--- src/rtl/pair_frame_tx_pkg.sv ---
// Shared types for the framed word-pair transmitter.
package pair_frame_tx_pkg;

    // Sequencer phases: waiting, leading clock periods, shifting bits
    typedef enum logic [1:0] {
        PH_IDLE = 2'd0,
        PH_LEAD = 2'd1,
        PH_SHIFT = 2'd2
    } tx_phase_e;

endpackage

--- src/rtl/ptx_bitclk.sv ---
// Bit clock generator: divides the system clock by DIV (even, >= 2).
// Assumes run_i is held high for as long as the bit clock must toggle.
// When run_i is low the clock is held low and the phase counter is cleared,
// so the first toggle after run_i rises is a rising edge, DIV/2 cycles later.
module ptx_bitclk #(
    parameter int DIV = 4
) (
    input  logic clk,
    input  logic rst_n,
    input  logic run_i,
    output logic sclk_o,
    output logic fall_o
);
    localparam int HALF = DIV / 2;
    localparam int CW   = (HALF > 1) ? $clog2(HALF) : 1;

    logic [CW-1:0] cnt_q;
    logic          half_done;

    assign half_done = (cnt_q == CW'(HALF - 1));
    // Strobe for the system edge on which the bit clock goes from high to low
    assign fall_o    = run_i && half_done && sclk_o;

    // Half-period counter and bit clock toggle
    always_ff @(posedge clk) begin
        if (!rst_n || !run_i) begin
            cnt_q  <= '0;
            sclk_o <= 1'b0;
        end else if (half_done) begin
            cnt_q  <= '0;
            sclk_o <= ~sclk_o;
        end else begin
            cnt_q <= cnt_q + 1'b1;
        end
    end

endmodule

--- src/rtl/ptx_sequencer.sv ---
// Burst sequencer: captures two words on a trigger, waits LEAD falling edges
// of the bit clock, then shifts out 2*WORD_W bits MSB first, one per falling
// edge, with the frame marker high for the first WORD_W bits.
// Assumes fall_i is a one-cycle strobe coincident with the bit clock falling.
module ptx_sequencer
    import pair_frame_tx_pkg::*;
#(
    parameter int WORD_W = 16,
    parameter int LEAD   = 2
) (
    input  logic              clk,
    input  logic              rst_n,
    input  logic              trig_i,
    input  logic [WORD_W-1:0] word_a_i,
    input  logic [WORD_W-1:0] word_b_i,
    input  logic              fall_i,
    output logic              sd_o,
    output logic              fs_o,
    output logic              busy_o
);
    localparam int NBITS = 2 * WORD_W;
    localparam int BW    = $clog2(NBITS);
    localparam int LW    = $clog2(LEAD) + 1;

    tx_phase_e          phase_q;
    logic [NBITS-1:0]   shreg_q;
    logic [BW-1:0]      bit_q;
    logic [LW-1:0]      lead_q;

    assign busy_o = (phase_q != PH_IDLE);

    // Phase sequencing, shift register and serial outputs
    always_ff @(posedge clk) begin
        if (!rst_n) begin
            phase_q <= PH_IDLE;
            shreg_q <= '0;
            bit_q   <= '0;
            lead_q  <= '0;
            sd_o    <= 1'b0;
            fs_o    <= 1'b0;
        end else begin
            case (phase_q)
                PH_IDLE: begin
                    if (trig_i) begin
                        phase_q <= PH_LEAD;
                        shreg_q <= {word_a_i, word_b_i};
                        lead_q  <= '0;
                    end
                end
                PH_LEAD: begin
                    if (fall_i) begin
                        if (lead_q == LW'(LEAD - 1)) begin
                            phase_q <= PH_SHIFT;
                            sd_o    <= shreg_q[NBITS-1];
                            shreg_q <= shreg_q << 1;
                            fs_o    <= 1'b1;
                            bit_q   <= '0;
                        end else begin
                            lead_q <= lead_q + 1'b1;
                        end
                    end
                end
                PH_SHIFT: begin
                    if (fall_i) begin
                        if (bit_q == BW'(NBITS - 1)) begin
                            phase_q <= PH_IDLE;
                            sd_o    <= 1'b0;
                            fs_o    <= 1'b0;
                        end else begin
                            bit_q   <= bit_q + 1'b1;
                            sd_o    <= shreg_q[NBITS-1];
                            shreg_q <= shreg_q << 1;
                            fs_o    <= ((int'(bit_q) + 1) < WORD_W);
                        end
                    end
                end
                default: phase_q <= PH_IDLE;
            endcase
        end
    end


    retrig_ignored_chk: assert property (@(posedge clk) disable iff (!rst_n)
        (phase_q == PH_SHIFT && trig_i) |=> (phase_q != PH_LEAD));


    idle_quiet_chk: assert property (@(posedge clk) disable iff (!rst_n)
        (phase_q == PH_IDLE && $past(phase_q) == PH_IDLE) |-> (!sd_o && !fs_o));

endmodule

--- src/rtl/pair_frame_tx.sv ---
// Framed serial word-pair transmitter top. Joins the bit clock generator and
// the burst sequencer; the bit clock runs always, or only while busy when
// gate_clk_i is high. Assumes trig_i is a clean one-cycle pulse and
// gate_clk_i changes only while idle.
module pair_frame_tx #(
    parameter int WORD_W = 16,
    parameter int DIV    = 4,
    parameter int LEAD   = 2
) (
    input  logic              clk,
    input  logic              rst_n,
    input  logic              trig_i,
    input  logic [WORD_W-1:0] word_a_i,
    input  logic [WORD_W-1:0] word_b_i,
    input  logic              gate_clk_i,
    output logic              ser_clk_o,
    output logic              frame_o,
    output logic              ser_data_o,
    output logic              busy_o
);
    logic clk_run;
    logic fall_tick;

    // Bit clock enable: always in continuous mode, during a burst in gated mode
    assign clk_run = !gate_clk_i || busy_o;

    ptx_bitclk #(.DIV(DIV)) u_bitclk (
        .clk    (clk),
        .rst_n  (rst_n),
        .run_i  (clk_run),
        .sclk_o (ser_clk_o),
        .fall_o (fall_tick)
    );

    ptx_sequencer #(.WORD_W(WORD_W), .LEAD(LEAD)) u_seq (
        .clk      (clk),
        .rst_n    (rst_n),
        .trig_i   (trig_i),
        .word_a_i (word_a_i),
        .word_b_i (word_b_i),
        .fall_i   (fall_tick),
        .sd_o     (ser_data_o),
        .fs_o     (frame_o),
        .busy_o   (busy_o)
    );


    data_on_fall_chk: assert property (@(posedge clk) disable iff (!rst_n)
        !$stable(ser_data_o) |-> $fell(ser_clk_o));


    frame_on_fall_chk: assert property (@(posedge clk) disable iff (!rst_n)
        !$stable(frame_o) |-> $fell(ser_clk_o));


    gated_idle_low_chk: assert property (@(posedge clk) disable iff (!rst_n)
        (gate_clk_i && !busy_o && $past(gate_clk_i && !busy_o)) |-> !ser_clk_o);


    lead_before_frame_chk: assert property (@(posedge clk) disable iff (!rst_n)
        $rose(busy_o) |-> !frame_o);


    frame_needs_busy_chk: assert property (@(posedge clk) disable iff (!rst_n)
        frame_o |-> busy_o);

endmodule

--- config.mk ---
export PLATFORM = sky130hd
export DESIGN_NAME = pair_frame_tx
export DESIGN_NICKNAME = d
export VERILOG_FILES = /design/src/rtl/pair_frame_tx_pkg.sv /design/src/rtl/ptx_bitclk.sv /design/src/rtl/ptx_sequencer.sv /design/src/rtl/pair_frame_tx.sv
export SDC_FILE = /design/constraint.sdc
export NUM_CORES = 1
export LEC_CHECK = 0
export BUFFER_PORTS_ARGS = -buffer_cell sky130_fd_sc_hd__buf_2
export CAP_MARGIN = 20
export CELL_PAD_IN_SITES_DETAIL_PLACEMENT = 2
export CELL_PAD_IN_SITES_GLOBAL_PLACEMENT = 2
export CORE_MARGIN = 4
export CORE_UTILIZATION = 37
export CTS_CLUSTER_SIZE = 24
export DETAILED_ROUTE_END_ITERATION = 10
export GPL_TIMING_DRIVEN = 0
export PLACE_DENSITY_LB_ADDON = 0.1
export SETUP_SLACK_MARGIN = 0.02
export SLEW_MARGIN = 20
export SYNTH_ARGS = -nofsm -noshare
export SYNTH_HDL_FRONTEND = slang
export SYNTH_SLANG_ARGS = --single-unit
--- constraint.sdc ---
create_clock -name clk -period 4.45 [get_ports clk]
set_input_delay 0.6675 -clock clk [delete_from_list [all_inputs] [get_ports clk]]
set_output_delay 0.6675 -clock clk [all_outputs]
set_load 0.05 [all_outputs]
### After elaboration in Yosys (flattened, before gate mapping)

Cells that the tools add are included.

* output and inout bits: 4
* input port bits: 36
* bits in registers: 45
* word-level logic and storage cells: 74

* reduce and logical (&&, ||, !) cells: 18
* $add $sub $neg: 4
* eq/ne operators: 11
* $lt $le $gt $ge: 1
* multiplexer cells: 31
* bitwise gates (word level): 1

Operators with widths (count)
* two-way mux 32 bit: 5
* case mux 32 bit (3 select lines): 1
* less-than comparator 32 x 6 -> 1 bit, second input constant: 1
* two-way mux 5 bit: 4
* two-way mux 2 bit: 8
* != test 2 bit, second input constant: 5
* case mux 5 bit (2 select lines): 1
* AND reduction 5 bit: 2
* two-way mux 1 bit: 8
* AND reduction 4 bit: 2
* adder 5 x 1 -> 6 bit, second input constant: 1
* case mux 2 bit (3 select lines): 1
* AND reduction 6 bit: 1
* nonzero test 2 bit: 3
* adder 5 x 1 -> 5 bit, second input constant: 1
* == test 5 bit, second input constant: 1
* == test 2 x 1 -> 1 bit, second input constant: 2
* != test 2 x 1 -> 1 bit, second input constant: 2
* case mux 1 bit (2 select lines): 2
* case mux 2 bit (2 select lines): 1
* zero test 1 bit: 3
* nonzero test 3 bit: 1
* adder 2 x 1 -> 2 bit, second input constant: 1
* == test 2 bit, second input constant: 1
* 6 further kinds: 8

### Logic depth before layout (Yosys ltp)

Gate-level depths: netlist of run 1.

* word-level depth: 6
* mapped depth: 8
* gate-level depth less buffers: 7

### Hierarchy

Synthesis of run 1 repeated with hierarchy kept, for this count alone.

* cells, all modules: 235
* area total of the unflattened synthesis: 2333.5 µm²

By module, submodules not included
* ptx_sequencer: area each 2259.7 µm², cells an instance 227, instances 1, seq. area each 860.8 µm²
* ptx_bitclk: area each 67.6 µm², cells an instance 7, instances 1, seq. area each 40.0 µm²
* pair_frame_tx: area each 6.3 µm², cells an instance 1, instances 1, seq. area each 0.0 µm²

### Worst setup path before layout of run 1

OpenSTA, ideal clock, no wires.

* path kind: reg2reg
* start: register u_bitclk.sclk_o
* end: register u_seq.bit_q[4]
* period minus slack after synthesis: 1885 ps
* library setup time: 70 ps
* data arrival time: 1815 ps
* path slack: 2565 ps
* buffers on the path: 0
* stages on the path, launching flop included: 5
* path through: dfxtp_1 > nand2_1 > a211o_4 > or4b_1 > a21oi_1

* longest elaborated chain between the ends: 3
* elaborated cells on any way between the ends: 4
* classes of those cells: eq/ne (2); reduce/logical (2)

RTL lines
* from (decl): RTL line ptx_bitclk.sv:11 `output logic sclk_o,`
* from (signal assigned): RTL line ptx_bitclk.sv:31 `sclk_o <= ~sclk_o;`
* logical AND 1 bit (*): RTL line ptx_bitclk.sv:22 `assign fall_o = run_i && half_done && sclk_o;`
* != test 2 bit (no source line)
* AND reduction 5 bit (no source line) (*)
* to (signal assigned): RTL line ptx_sequencer.sv:70 `bit_q <= bit_q + 1'b1;`
* to (decl): RTL line ptx_sequencer.sv:27 `logic [BW-1:0] bit_q;`

Mark *: on every way between the ends. The rest lies on a longest branch, timed or not.
A chain may end at the register's enable or synchronous reset.

### Final worst setup path of run 1

* start: register u_seq.phase_q[0]
* end: register u_seq.shreg_q[15]

* longest elaborated chain between the ends: 6
* elaborated cells on any way between the ends: 15
* classes of those cells: eq/ne (7); mux (1); reduce/logical (7)

RTL lines
* from (decl): RTL line ptx_sequencer.sv:25 `tx_phase_e phase_q;`
* from (signal assigned): RTL line ptx_sequencer.sv:35 `phase_q <= PH_IDLE;`
* from (signal assigned): RTL line ptx_sequencer.sv:45 `phase_q <= PH_LEAD;`
* from (signal assigned): RTL line ptx_sequencer.sv:53 `phase_q <= PH_SHIFT;`
* nonzero test 2 bit: RTL line ptx_sequencer.sv:30 `assign busy_o = (phase_q != PH_IDLE);`
* logical OR 1 bit: RTL line pair_frame_tx.sv:25 `assign clk_run = !gate_clk_i || busy_o;`
* logical AND 1 bit (2 in a row): RTL line ptx_bitclk.sv:22
* != test 2 bit (no source line)
* AND reduction 6 bit (no source line)
* to (signal assigned): RTL line ptx_sequencer.sv:46 `shreg_q <= {word_a_i, word_b_i};`
* to (signal assigned): RTL line ptx_sequencer.sv:55 `shreg_q <= shreg_q << 1;`
* to (signal assigned): RTL line ptx_sequencer.sv:72 `shreg_q <= shreg_q << 1;`
* to (decl): RTL line ptx_sequencer.sv:26 `logic [NBITS-1:0] shreg_q;`

Several ways; a longest one is shown, not always the timed one.

==> load_flow_metrics.sql, run 1 <==
INSERT INTO impl_metrics (metric_group, metric, value, unit) VALUES
('synthesis', 'count_of_synthesis_stage_warnings_from_yosys', '0', ''),
('worst_hold_path', 'whs_endpoint', 'u_seq.shreg_q[3]', ''),
('clock_network', 'clk-insertion-delay-late', '290', 'ps'),
('worst_hold_path', 'hold-path-cell-count', '1', ''),
('clock_network', 'clock-root-buffer', 'sky130_fd_sc_hd__clkbuf_8', ''),
('timing', 'upper_clock_frequency_limit', '454.2', 'MHz'),
('power', 'p_int', '831.5', 'uW'),
('setup_path', 'timing.reg2reg.setup_slack', '2250', 'ps'),
('power', 'power.static_leakage', '0.9799', 'nW'),
('floorplanning', 'die_area', '6988', 'um^2'),
('synthesis', 'number_of_nets_in_the_synthesized_netlist', '250', ''),
('floorplanning', 'std_cell_rows', '27', ''),
('timing', 'timing.final.crit_period', '2202', 'ps'),
('floorplanning', 'start_util', '0.3817', ''),
('layout', 'layout_cells_sized_above_1', '0.2213', ''),
('clock_network', 'numCtsBuffers', '5', ''),
('routing', 'routed_wire_length_per_instance', '16.04', 'um'),
('synthesis', 'post_synthesis_cells', '206', ''),
('setup_path', 'r2r_end', 'u_seq.shreg_q[15]', ''),
('flow_run', 'max-cap-violations', '0', ''),
('setup_path', 'slowest_stage', 'sky130_fd_sc_hd__dfxtp_1', ''),
('clock_network', 'post_cts_resized', '0', ''),
('global_routing', 'globalRouteOverflowTotal', '0', ''),
('setup_path', 'crit_type', 'flop to flop', ''),
('routing', 'route.layer.met1.wl', '2.492', 'mm'),
('synthesis', 'mean_syn_cell_area', '10.26', 'um^2'),
('layout', 'finalNonFillerCells', '325', ''),
('routing', 'dr_wl_met3', '194', 'um'),
('layout', 'layout_commonest_cell', 'sky130_fd_sc_hd__dfxtp_1', ''),
('floorplanning', 'die_width', '83.60', 'um'),
('global_routing', 'maximum_number_of_pins_on_one_net_before_global_route_repair', '15', ''),
('routing', 'highest-signal-layer', 'met4', ''),
('synthesis', 'synth_enable_flop_cells', '0', ''),
('placement', 'post-place-cells', '317', ''),
('power', 'power_frac_clock', '0.245', ''),
('setup_path', 'required', '4670', 'ps'),
('routing', 'dr.pass1.iters', '4', ''),
('timing', 'setup_tns', '0', 'ps'),
('routing', 'routed_via_density', '5.409', ''),
('routing', 'routed_wirelength', '5.213', 'mm'),
('synthesis', 'synth.ff_latch_count', '45', ''),
('timing', 'worstMarginPinSlew', '730.0', 'ps'),
('timing', 'fin_skew', '6.821', 'ps'),
('layout', 'finish.net_count', '296', ''),
('setup_path', 'cpPeakStageDelay', '370', 'ps'),
('layout', 'stdcell_area', '2511', 'um^2'),
('timing', 'unrepaired_setup_endpoints_after_global_routing', 'no', ''),
('setup_path', 'critical_path_arrival', '2430', 'ps'),
('run_status', 'outcome', 'finished, final reports clean', ''),
('timing', 'timing.final.hold_violations', '0', ''),
('global_routing', 'grt_antenna_before_repair', '0', ''),
('worst_hold_path', 'hold_path_startpoint', 'u_seq.shreg_q[3]', ''),
('synthesis', 'synthDistinctLibCells', '37', ''),
('power', 'powerDensity', '505.9', 'nW/um^2'),
('setup_path', 'critPathCaptureType', 'flop', ''),
('power', 'power_frac_comb', '0.330', ''),
('clock_network', 'cts.reportedPaths.clkPinSlew', '90', 'ps'),
('synthesis', 'postSynth.asyncResetShare', '0', ''),
('placement', 'post-dp-hpwl', '3.982', 'mm'),
('placement', 'area_after_dpl', '2400', 'um^2'),
('setup_path', 'rr_worst_depth', '7', ''),
('synthesis', 'syn-cell-area', '2115', 'um^2'),
('floorplanning', 'core_region_area', '5540', 'um^2'),
('setup_path', 'reg2reg_start', 'u_seq.phase_q[0]', ''),
('routing', 'route.vias.total', '1758', ''),
('global_routing', 'grt_util_all_layers', '0.1644', ''),
('global_routing', 'number_of_global_route_vias_before_repair', '1958', ''),
('layout', 'final_core_utilization', '0.4533', ''),
('timing', 'fraction_of_the_cycle_the_final_worst_path_needs', '0.4948', ''),
('layout', 'layout.cells.most_common_list', 'sky130_fd_sc_hd__dfxtp_1, sky130_fd_sc_hd__buf_2, sky130_fd_sc_hd__mux2i_1', ''),
('synthesis', 'synth.yosys.seq_area_share', '0.4260', '');
-- Yosys cell counts, types with 2 or more instances --
cell / count / share of area
sky130_fd_sc_hd__dfxtp_1: 45 / 0.43
sky130_fd_sc_hd__mux2i_1: 37 / 0.18
sky130_fd_sc_hd__o2bb2ai_1: 31 / 0.13
sky130_fd_sc_hd__nand2_1: 13 / 0.023
sky130_fd_sc_hd__clkbuf_1: 10 / 0.018
sky130_fd_sc_hd__ha_1: 8 / 0.047
sky130_fd_sc_hd__o21ai_0: 8 / 0.019
sky130_fd_sc_hd__inv_1: 7 / 0.012
sky130_fd_sc_hd__nand3_1: 7 / 0.017
sky130_fd_sc_hd__nor2_1: 4 / 0.0071
sky130_fd_sc_hd__a21oi_1: 3 / 0.0071
sky130_fd_sc_hd__a31oi_1: 3 / 0.0089
sky130_fd_sc_hd__buf_2: 3 / 0.0071
sky130_fd_sc_hd__nor3_1: 3 / 0.0071
sky130_fd_sc_hd__o221a_2: 2 / 0.011
-- registers in the layout, indices dropped and copies added (netlist names) --
| register | flops |
|---|---|
| u_bitclk.cnt_q | 1 |
| u_bitclk.sclk_o | 1 |
| u_seq.bit_q | 5 |
| u_seq.fs_o | 1 |
| u_seq.lead_q | 2 |
| u_seq.phase_q | 2 |
| u_seq.sd_o | 1 |
| u_seq.shreg_q | 32 |
-- cell type report --
cell class                 count  area, um^2  area share
sequential                    45       900.9      0.3587
buffer                        13       52.55     0.02093
multi-input combinational    141        1135      0.4519
clock inverter                 2       38.79     0.01545
clock buffer                   6       72.57     0.02890
inverter                       7       26.28     0.01046
timing repair buffer          39       195.2     0.07773
tap                           72       90.09     0.03587
-- routing by layer --
| layer | global-route usage | up-vias |
|---|---|---|
| met4 | 0.05848 | 0 |
| met3 | 0.03258 | 8 |
| li1 | - | 868 |
| met1 | 0.2199 | 846 |
| met5 | 0 | - |
| met2 | 0.2625 | 36 |
-- cell families (layout without fill, tap and decap cells) --
logic type,Yosys count,count (layout),synth area share
AOI/OAI and AO/OA,55,55,0.2118
and+or+nand+nor,40,40,0.09824
adders and majority gates,8,8,0.04734
DFF,45,45,0.4260
muxes,37,37,0.1752
buffers and inverters,20,67,0.03728
xor gates and xnor gates,1,1,0.004143
-- through the flow --
stage | power, mW | worst slack, ps
after global placement | 0.9593 | 2295
after detailed placement | 0.9736 | 2234
after CTS | 1.294 | 2157
after global routing | 1.374 | 1973
final | 1.271 | 2248
after floorplan | 0.8608 | 2565
-- power by group through the flow --
stage | Combinational (mW) | Sequential (mW) | Clock [mW]
2_1_floorplan | 0.308 | 0.553 | 0
3_5_place_dp | 0.425 | 0.548 | 0
6_report | 0.419 | 0.539 | 0.312
3_3_place_gp | 0.414 | 0.545 | 0
5_1_grt | 0.476 | 0.554 | 0.345
4_1_cts | 0.430 | 0.540 | 0.324
-- worst reg2reg max path: stages, from the launching register on --
cell and delay [ps]:
sky130_fd_sc_hd__dfxtp_1 370, sky130_fd_sc_hd__inv_1 90, sky130_fd_sc_hd__ha_1 300, sky130_fd_sc_hd__and2_4 220, sky130_fd_sc_hd__o31ai_2 370, sky130_fd_sc_hd__nand4_1 270, sky130_fd_sc_hd__clkbuf_1 300, sky130_fd_sc_hd__o2bb2ai_1 220
-- how the worst max path moves through the flow --
stage	slack, ps	depth (start not counted)	start	endpoint
after floorplan	2570	4	u_bitclk.sclk_o	u_seq.bit_q[4]
after global placement	2290	6	gate_clk_i	u_seq.shreg_q[2]
after detailed placement	2230	7	u_seq.phase_q[0]	u_seq.shreg_q[15]
after CTS	2160	7	u_seq.phase_q[0]	u_seq.shreg_q[15]
after global routing	1970	7	u_seq.phase_q[0]	u_seq.shreg_q[9]
final	2250	7	u_seq.phase_q[0]	u_seq.shreg_q[15]
(Power assumes the default switching activity.)
==> inputs of run 2 (changes only) <==
--- a/config.mk
+++ b/config.mk
@@ -10,7 +10,7 @@
 export CELL_PAD_IN_SITES_DETAIL_PLACEMENT = 2
 export CELL_PAD_IN_SITES_GLOBAL_PLACEMENT = 2
 export CORE_MARGIN = 4
-export CORE_UTILIZATION = 37
+export CORE_UTILIZATION = 34
 export CTS_CLUSTER_SIZE = 24
 export DETAILED_ROUTE_END_ITERATION = 10
 export GPL_TIMING_DRIVEN = 0
==> constraint.sdc (replaced) <==
create_clock -name clk -period 2.25 [get_ports clk]
set_input_delay 0.3375 -clock clk [delete_from_list [all_inputs] [get_ports clk]]
set_output_delay 0.3375 -clock clk [all_outputs]
set_load 0.05 [all_outputs]
==> load_flow_metrics.sql, run 2 (synthesis gave the netlist of run 1 again) <==
INSERT INTO impl_metrics (metric_group, metric, value, unit) VALUES
('layout', 'finish.net_count', '296', ''),
('routing', 'drt.antenna.violating_nets', '0', ''),
('power', 'total_switching_power', '884.9', 'uW'),
('clock_network', 'clock_path_buffers', '2', ''),
('clock_network', 'numCtsBuffers', '5', ''),
('timing', 'timing.final.crit_period', '2062', 'ps'),
('setup_path', 'critPathCaptureType', 'flop', ''),
('timing', 'unrepaired_setup_endpoints_after_global_routing', 'no', ''),
('layout', 'regArea', '900.9', 'um^2'),
('layout', 'layout_commonest_cell', 'sky130_fd_sc_hd__dfxtp_1', ''),
('routing', 'dr.pass1.iters', '4', ''),
('setup_path', 'path_delay_family', 'simple AND/OR/NAND/NOR gates', ''),
('clock_network', 'clock_sinks', '45', ''),
('timing', 'setup_tns', '0', 'ps'),
('clock_network', 'cts_tree', 'done', ''),
('power', 'power_frac_comb', '0.358', ''),
('power', 'seqPwrFrac', '0.439', ''),
('flow_run', 'max-cap-violations', '0', ''),
('global_routing', 'grt_util_all_layers', '0.1483', ''),
('routing', 'drc_violations', '0', ''),
('routing', 'routed_wire_length_per_instance', '16.15', 'um'),
('setup_path', 'slowest_stage', 'sky130_fd_sc_hd__or4b_1', ''),
('setup_path', 'required', '2470', 'ps'),
('layout', 'num-fill-cells', '671', ''),
('placement', 'place.port_buffers', '39', ''),
('floorplanning', 'std_cell_rows', '28', ''),
('routing', 'route.vias.total', '1718', ''),
('setup_path', 'setup.worst_path.start_class', 'flop', ''),
('placement', 'place.gp.congestion', '0.7257', ''),
('layout', 'top_regs', 'u_seq.shreg_q x32, u_seq.bit_q x5', ''),
('setup_path', 'reg2reg_start', 'u_seq.phase_q[0]', ''),
('layout', 'layout.cells.most_common_list', 'sky130_fd_sc_hd__dfxtp_1, sky130_fd_sc_hd__buf_2, sky130_fd_sc_hd__mux2i_1', ''),
('clock_network', 'clk-insertion-delay-late', '290', 'ps'),
('worst_hold_path', 'hold_path_startpoint', 'word_b_i[0]', ''),
('layout', 'inserted_diodes', '0', ''),
('global_routing', 'globalRouteOverflowTotal', '0', ''),
('power', 'power.ir.vdd_worst', '0.3493', 'mV'),
('power', 'power_frac_clock', '0.203', ''),
('setup_path', 'worst-path-max-fanout', '9', ''),
('timing', 'slew-limit-headroom', '0.6668', ''),
('floorplanning', 'floorplan.io_pins', '40', ''),
('routing', 'drt_first_iter_violations', '64', ''),
('timing', 'drv_slew', '0', ''),
('floorplanning', 'die_area', '7545', 'um^2'),
('setup_path', 'r2r_end', 'u_seq.bit_q[4]', ''),
('global_routing', 'grt_antenna_before_repair', '0', ''),
('setup_path', 'worstPathBufferInverterCount', '1', ''),
('setup_path', 'crit_type', 'flop to flop', ''),
('clock_network', 'clock-root-buffer', 'sky130_fd_sc_hd__clkbuf_8', ''),
('floorplanning', 'die_width', '86.86', 'um'),
('power', 'power_switching_share', '0.3632', ''),
('timing', 'fin_worst_hold_slack', '302.5', 'ps'),
('timing', 'worstMarginPinSlew', '499.8', 'ps'),
('placement', 'post-dp-hpwl', '3.989', 'mm'),
('setup_path', 'timing.reg2reg.setup_slack', '190', 'ps'),
('worst_hold_path', 'hold-path-cell-count', '3', ''),
('timing', 'upper_clock_frequency_limit', '484.9', 'MHz'),
('global_routing', 'grt_first_pass_wirelength', '8.956', 'mm'),
('setup_path', 'rr_worst_depth', '6', ''),
('timing', 'fraction_of_the_cycle_the_final_worst_path_needs', '0.9166', ''),
('floorplanning', 'die_h', '86.86', 'um'),
('worst_hold_path', 'whs_endpoint', 'u_seq.shreg_q[0]', ''),
('layout', 'area_used_by_multi_input_combinational_logic', '1164', 'um^2'),
('timing', 'setup_viol_count_final', '0', ''),
('power', 'p_int', '1.552', 'mW'),
('worst_hold_path', 'worst_hold_path_type', 'primary input to flop', ''),
('clock_network', 'cts-htree-levels', '2', ''),
('global_routing', 'number_of_global_route_vias_before_repair', '1819', ''),
('timing', 'timing.final.hold_violations', '0', ''),
('layout', 'largest_reg_flops', '32', ''),
('layout', 'area_delta_synth_final', '19.82', '%'),
('routing', 'routed_wirelength', '5.298', 'mm'),
('layout', 'largest_register', 'u_seq.shreg_q', ''),
('timing', 'fin_skew', '7.347', 'ps'),
('setup_path', 'critical_path_arrival', '2290', 'ps'),
('setup_path', 'crit_path_cell_trace', 'inv_1 -> ha_1 -> and2_4 -> a211o_4 -> or4b_1 -> a21oi_1', ''),
('run_status', 'outcome', 'finished, final reports clean', ''),
('floorplanning', 'start_util', '0.3530', ''),
('routing', 'routed_via_density', '5.238', ''),
('setup_path', 'cpPeakStageDelay', '510', 'ps'),
('clock_network', 'cts.reportedPaths.clkPinSlew', '90', 'ps'),
('global_routing', 'maximum_number_of_pins_on_one_net_before_global_route_repair', '15', ''),
('power', 'power.static_leakage', '0.9965', 'nW'),
('power', 'powerDensity', '961.8', 'nW/um^2'),
('layout', 'layout_cells_sized_above_1', '0.2688', ''),
('floorplanning', 'core_region_area', '5991', 'um^2'),
('power', 'design_power_total', '2.437', 'mW');
-- run 2: worst max-delay path by stage --
stage	start	endpoint	slack, ps	depth (start not counted)
after floorplan	u_bitclk.sclk_o	u_seq.bit_q[4]	370	4
after global placement	u_seq.phase_q[0]	u_seq.shreg_q[24]	90	7
after detailed placement	u_seq.phase_q[0]	u_seq.shreg_q[23]	40	7
after CTS	u_seq.phase_q[0]	u_seq.shreg_q[29]	-9	7
after global routing	u_seq.phase_q[1]	u_seq.shreg_q[9]	20	7
final	u_seq.phase_q[0]	u_seq.bit_q[4]	190	6
-- run 2: layout make-up --
| class | instances | share of cell area |
|---|---|---|
| repair buffers | 40 | 0.08000 |
| clock inverters | 3 | 0.006914 |
| well taps | 75 | 0.03704 |
| inverters | 7 | 0.01037 |
| plain buffers | 12 | 0.02370 |
| multi-input cells | 141 | 0.4593 |
| flip-flops and latches | 45 | 0.3556 |
| clock buffers | 5 | 0.02716 |
-- run 2: timing repair --
action | CTS | global route
hold endpoints to repair | 0 | 0
setup buffers | 0 | 1
endpoints found under the setup margin | 5 | 31
gates resized for setup | 1 | 22
cloned | 0 | 0
pin swaps | 0 | 1
hold buffers | 0 | 0
-- run 2: power by group through the flow --
stage / Combinational, mW / Clock (mW) / Sequential [mW]
2_1_floorplan: 0.609 / 0 / 1.09
6_report: 0.873 / 0.495 / 1.07
4_1_cts: 0.851 / 0.517 / 1.07
5_1_grt: 0.967 / 0.567 / 1.10
3_5_place_dp: 0.844 / 0 / 1.08
3_3_place_gp: 0.827 / 0 / 1.08
-- run 2: routing by layer --
layer	routed length [um]	part of all wire	global-route usage	vias to the layer above
met2	2359	0.45	0.2264	30
met1	2712	0.51	0.2167	821
li1	-	-	-	865
met3	197	0.037	0.02933	2
met5	0	0	0	-
met4	29	0.0055	0.02975	0
-- run 2: per-stage QoR --
step | std cells | worst slack (ps) | utilization | instance area, um^2
6_report | 328 | 187.6 | 0.4229 | 2534
5_1_grt | 328 | 22.52 | 0.4229 | 2534
4_1_cts | 328 | -8.732 | 0.4158 | 2491
3_5_place_dp | 320 | 44.24 | 0.4012 | 2404
3_3_place_gp | 320 | 86.04 | 0.4012 | 2404
2_1_floorplan | 206 | 365.3 | - | 2115
-- run 2: worst register-to-register path: cells and delay by family, from the launching register on --
family          cells  cell delay (ps)
compound gates      2              510
flops               1              370
buf+inv             1              100
fa+ha+maj           1              290
simple gates        2              740
==> inputs of run 3 (changes only) <==
--- a/config.mk
+++ b/config.mk
@@ -10,7 +10,7 @@
 export CELL_PAD_IN_SITES_DETAIL_PLACEMENT = 2
 export CELL_PAD_IN_SITES_GLOBAL_PLACEMENT = 2
 export CORE_MARGIN = 4
-export CORE_UTILIZATION = 34
+export CORE_UTILIZATION = 35
 export CTS_CLUSTER_SIZE = 24
 export DETAILED_ROUTE_END_ITERATION = 10
 export GPL_TIMING_DRIVEN = 0
@@ -19,4 +19,5 @@
 export SLEW_MARGIN = 20
 export SYNTH_ARGS = -nofsm -noshare
 export SYNTH_HDL_FRONTEND = slang
+export SYNTH_HIERARCHICAL = 1
 export SYNTH_SLANG_ARGS = --single-unit
==> load_flow_metrics.sql, run 3 <==
INSERT INTO impl_metrics (metric_group, metric, value, unit) VALUES
('run_status', 'outcome', 'finished, final reports clean', ''),
('clock_network', 'cts_tree', 'done', ''),
('setup_path', 'required', '2480', 'ps'),
('timing', 'timing.final.hold_violations', '0', ''),
('synthesis', 'synth_area_leader_cell', 'sky130_fd_sc_hd__dfxtp_1', ''),
('layout', 'finalNonFillerCells', '378', ''),
('setup_path', 'setup.worst_path.start_class', 'flop', ''),
('floorplanning', 'start_util', '0.3633', ''),
('synthesis', 'mean_syn_cell_area', '9.930', 'um^2'),
('timing', 'fraction_of_the_cycle_the_final_worst_path_needs', '0.9997', ''),
('setup_path', 'critPathCaptureType', 'flop', ''),
('placement', 'dp_slack', '-312.5', 'ps'),
('placement', 'post-place-cells', '351', ''),
('layout', 'layout.cells.most_common_list', 'sky130_fd_sc_hd__dfxtp_1, sky130_fd_sc_hd__buf_2, sky130_fd_sc_hd__mux2i_1', ''),
('routing', 'dr.pass1.iters', '4', ''),
('timing', 'slew-limit-headroom', '0.4911', ''),
('power', 'powerDensity', '1132', 'nW/um^2'),
('synthesis', 'synth.ff_latch_count', '45', ''),
('layout', 'finish.net_count', '344', ''),
('global_routing', 'grt_util_all_layers', '0.1839', ''),
('layout', 'top_regs', 'u_seq/shreg_q x32, u_seq/bit_q x5', ''),
('global_routing', 'maximum_number_of_pins_on_one_net_before_global_route_repair', '15', ''),
('power', 'seqPwrFrac', '0.315', ''),
('power', 'power_switching_share', '0.3634', ''),
('timing', 'timing.final.crit_period', '2249', 'ps'),
('setup_path', 'worst-path-max-fanout', '8', ''),
('timing', 'unrepaired_setup_endpoints_after_global_routing', 'yes', ''),
('power', 'design_power_total', '3.565', 'mW'),
('setup_path', 'critical_path_arrival', '2480', 'ps'),
('layout', 'largest_reg_flops', '32', ''),
('global_routing', 'grt_antenna_before_repair', '0', ''),
('layout', 'area_delta_synth_final', '35.01', '%'),
('placement', 'place.gp.congestion', '0.6743', ''),
('setup_path', 'timing.reg2reg.setup_slack', '0.7', 'ps'),
('routing', 'routed_via_density', '5.315', ''),
('layout', 'layout_cells_sized_above_1', '0.4518', ''),
('synthesis', 'yosys_most_used_dff', 'sky130_fd_sc_hd__dfxtp_1', ''),
('routing', 'route.vias.total', '2009', ''),
('clock_network', 'numCtsBuffers', '5', ''),
('synthesis', 'postSynth.asyncResetShare', '0', ''),
('clock_network', 'clk-insertion-delay-late', '310', 'ps'),
('floorplanning', 'std_cell_rows', '29', ''),
('floorplanning', 'floorplan.io_pins', '40', ''),
('power', 'power.static_leakage', '1.235', 'nW'),
('synthesis', 'synth_commonest_cells', 'sky130_fd_sc_hd__dfxtp_1, sky130_fd_sc_hd__nor2_1, sky130_fd_sc_hd__mux2i_1, sky130_fd_sc_hd__a211oi_2, sky130_fd_sc_hd__nand2_1', ''),
('power', 'total_switching_power', '1.296', 'mW'),
('routing', 'drt.antenna.violating_nets', '0', ''),
('power', 'power_frac_comb', '0.476', ''),
('timing', 'worstMarginPinSlew', '763.3', 'ps'),
('clock_network', 'clock_path_buffers', '2', ''),
('placement', 'post-dp-hpwl', '4.306', 'mm'),
('clock_network', 'cts-htree-levels', '2', ''),
('layout', 'inserted_diodes', '0', ''),
('placement', 'area_after_dpl', '2670', 'um^2'),
('global_routing', 'grt_first_pass_wirelength', '11.14', 'mm'),
('synthesis', 'syn-cell-area', '2333', 'um^2'),
('clock_network', 'clock_sinks', '45', ''),
('flow_run', 'max-cap-violations', '0', ''),
('routing', 'drt_first_iter_violations', '79', ''),
('layout', 'stdcell_area', '3151', 'um^2'),
('floorplanning', 'die_h', '89.65', 'um'),
('timing', 'fin_ws', '0.6986', 'ps'),
('clock_network', 'cts_hold_buffers_added', '0', ''),
('floorplanning', 'die_width', '89.65', 'um'),
('clock_network', 'cts.reportedPaths.clkPinSlew', '90', 'ps'),
('floorplanning', 'core_region_area', '6422', 'um^2'),
('worst_hold_path', 'worst_hold_path_type', 'primary input to flop', ''),
('synthesis', 'number_of_nets_in_the_synthesized_netlist', '279', ''),
('routing', 'routed_wire_length_per_instance', '18.97', 'um'),
('floorplanning', 'die_area', '8037', 'um^2'),
('power', 'power.ir.vdd_worst', '0.4795', 'mV'),
('synthesis', 'post_synthesis_cells', '235', ''),
('global_routing', 'globalRouteOverflowTotal', '0', ''),
('synthesis', 'synthDistinctLibCells', '33', ''),
('synthesis', 'synth_enable_flop_cells', '0', ''),
('routing', 'drc_violations', '0', ''),
('clock_network', 'clock-root-buffer', 'sky130_fd_sc_hd__clkbuf_8', ''),
('timing', 'upper_clock_frequency_limit', '444.6', 'MHz'),
('power', 'p_int', '2.269', 'mW'),
('power', 'power_frac_clock', '0.209', ''),
('timing', 'fin_skew', '3.446', 'ps'),
('synthesis', 'netlist.area_leader.share', '0.3861', ''),
('placement', 'place.port_buffers', '39', ''),
('timing', 'drv_slew', '0', ''),
('setup_path', 'crit_type', 'flop to flop', ''),
('routing', 'routed_wirelength', '7.171', 'mm'),
('synthesis', 'count_of_synthesis_stage_warnings_from_yosys', '6', ''),
('layout', 'layout_commonest_cell', 'sky130_fd_sc_hd__dfxtp_1', ''),
('synthesis', 'synth.yosys.seq_area_share', '0.3861', ''),
('layout', 'largest_register', 'u_seq/shreg_q', ''),
('timing', 'setup_viol_count_final', '0', ''),
('synthesis', 'dominant_cells_by_area_after_synthesis', 'sky130_fd_sc_hd__dfxtp_1, sky130_fd_sc_hd__a211oi_2, sky130_fd_sc_hd__mux2i_1, sky130_fd_sc_hd__nor2_1, sky130_fd_sc_hd__ha_1', ''),
('global_routing', 'number_of_global_route_vias_before_repair', '2161', ''),
('synthesis', 'yosysMostFrequentCell', 'sky130_fd_sc_hd__dfxtp_1', '');
## run 3: what timing repair did
item	CTS	global route
pin swaps	1	25
setup endpoints to repair	32	34
resized for setup	13	23
buffers inserted	10	5
gates cloned	3	3
## run 3: logic make-up after synthesis
| group | after synthesis | synth area share |
|---|---|---|
| adder cells (fa/ha/maj) | 8 | 0.04290 |
| buffers and inverters | 23 | 0.05415 |
| AND/OR/NAND/NOR | 73 | 0.1501 |
| flip-flops | 45 | 0.3861 |
| multiplexers | 31 | 0.1330 |
| AO/OA/AOI/OAI | 54 | 0.2300 |
| XOR/XNOR | 1 | 0.003754 |
## run 3: path summary, 6_finish.rpt
| kind | from | endpoint | cells past startpoint |
|---|---|---|---|
| max reg2reg | u_seq/phase_q[1] | u_seq/shreg_q[7] | 12 |
| min reg2reg | u_bitclk/cnt_q | u_bitclk/cnt_q | 1 |
| min | rst_n | u_bitclk/cnt_q | 3 |
| max | u_seq/phase_q[1] | u_seq/shreg_q[7] | 12 |
## run 3: per-stage QoR
stage	TNS (ps)	hold WS, ps	utilization
2_1_floorplan	-4755	426.3	-
3_3_place_gp	-8114	439.7	0.4157
3_5_place_dp	-8635	445.4	0.4157
4_1_cts	0	291.2	0.4709
5_1_grt	-818.4	292.8	0.4906
6_report	0	285.7	0.4906
## run 3: layout make-up
class                      instances  area, um^2
fill                             693        3272
multi-input combinational        167        1394
sequential                        45       907.1
timing repair buffer              59       450.4
buffer                            17       141.4
tap                               77       96.34
clock buffer                       5       68.82
clock inverter                     3       65.06
inverter                           5       27.53
## run 3: critical path: stages (launching register included)
cell                         delay [ps]
sky130_fd_sc_hd__dfxtp_2            380
sky130_fd_sc_hd__inv_4               60
sky130_fd_sc_hd__ha_4               160
sky130_fd_sc_hd__clkinvlp_4          60
sky130_fd_sc_hd__nand2b_4           110
sky130_fd_sc_hd__and3_4             240
sky130_fd_sc_hd__a21boi_4            80
sky130_fd_sc_hd__a2111oi_4          350
sky130_fd_sc_hd__buf_4              180
sky130_fd_sc_hd__buf_12             150
sky130_fd_sc_hd__clkbuf_16          150
sky130_fd_sc_hd__nor2_2              40
sky130_fd_sc_hd__a211oi_2           190
## run 3: routing by layer
layer	vias to the layer above	wire length [um]	track usage
met2	33	3653	0.3278
met4	0	121	0.04465
met1	996	3169	0.2234
li1	969	-	-
met3	11	227	0.04106
met5	-	0	0
## run 3: power groups by stage
stage / clock network (mW) / logic, mW / registers [mW]
after global routing: 0.805 / 1.82 / 1.14
after floorplan: 0 / 0.976 / 1.12
after CTS: 0.755 / 1.55 / 1.10
final: 0.747 / 1.70 / 1.12
after global placement: 0 / 1.23 / 1.11
after detailed placement: 0 / 1.26 / 1.12
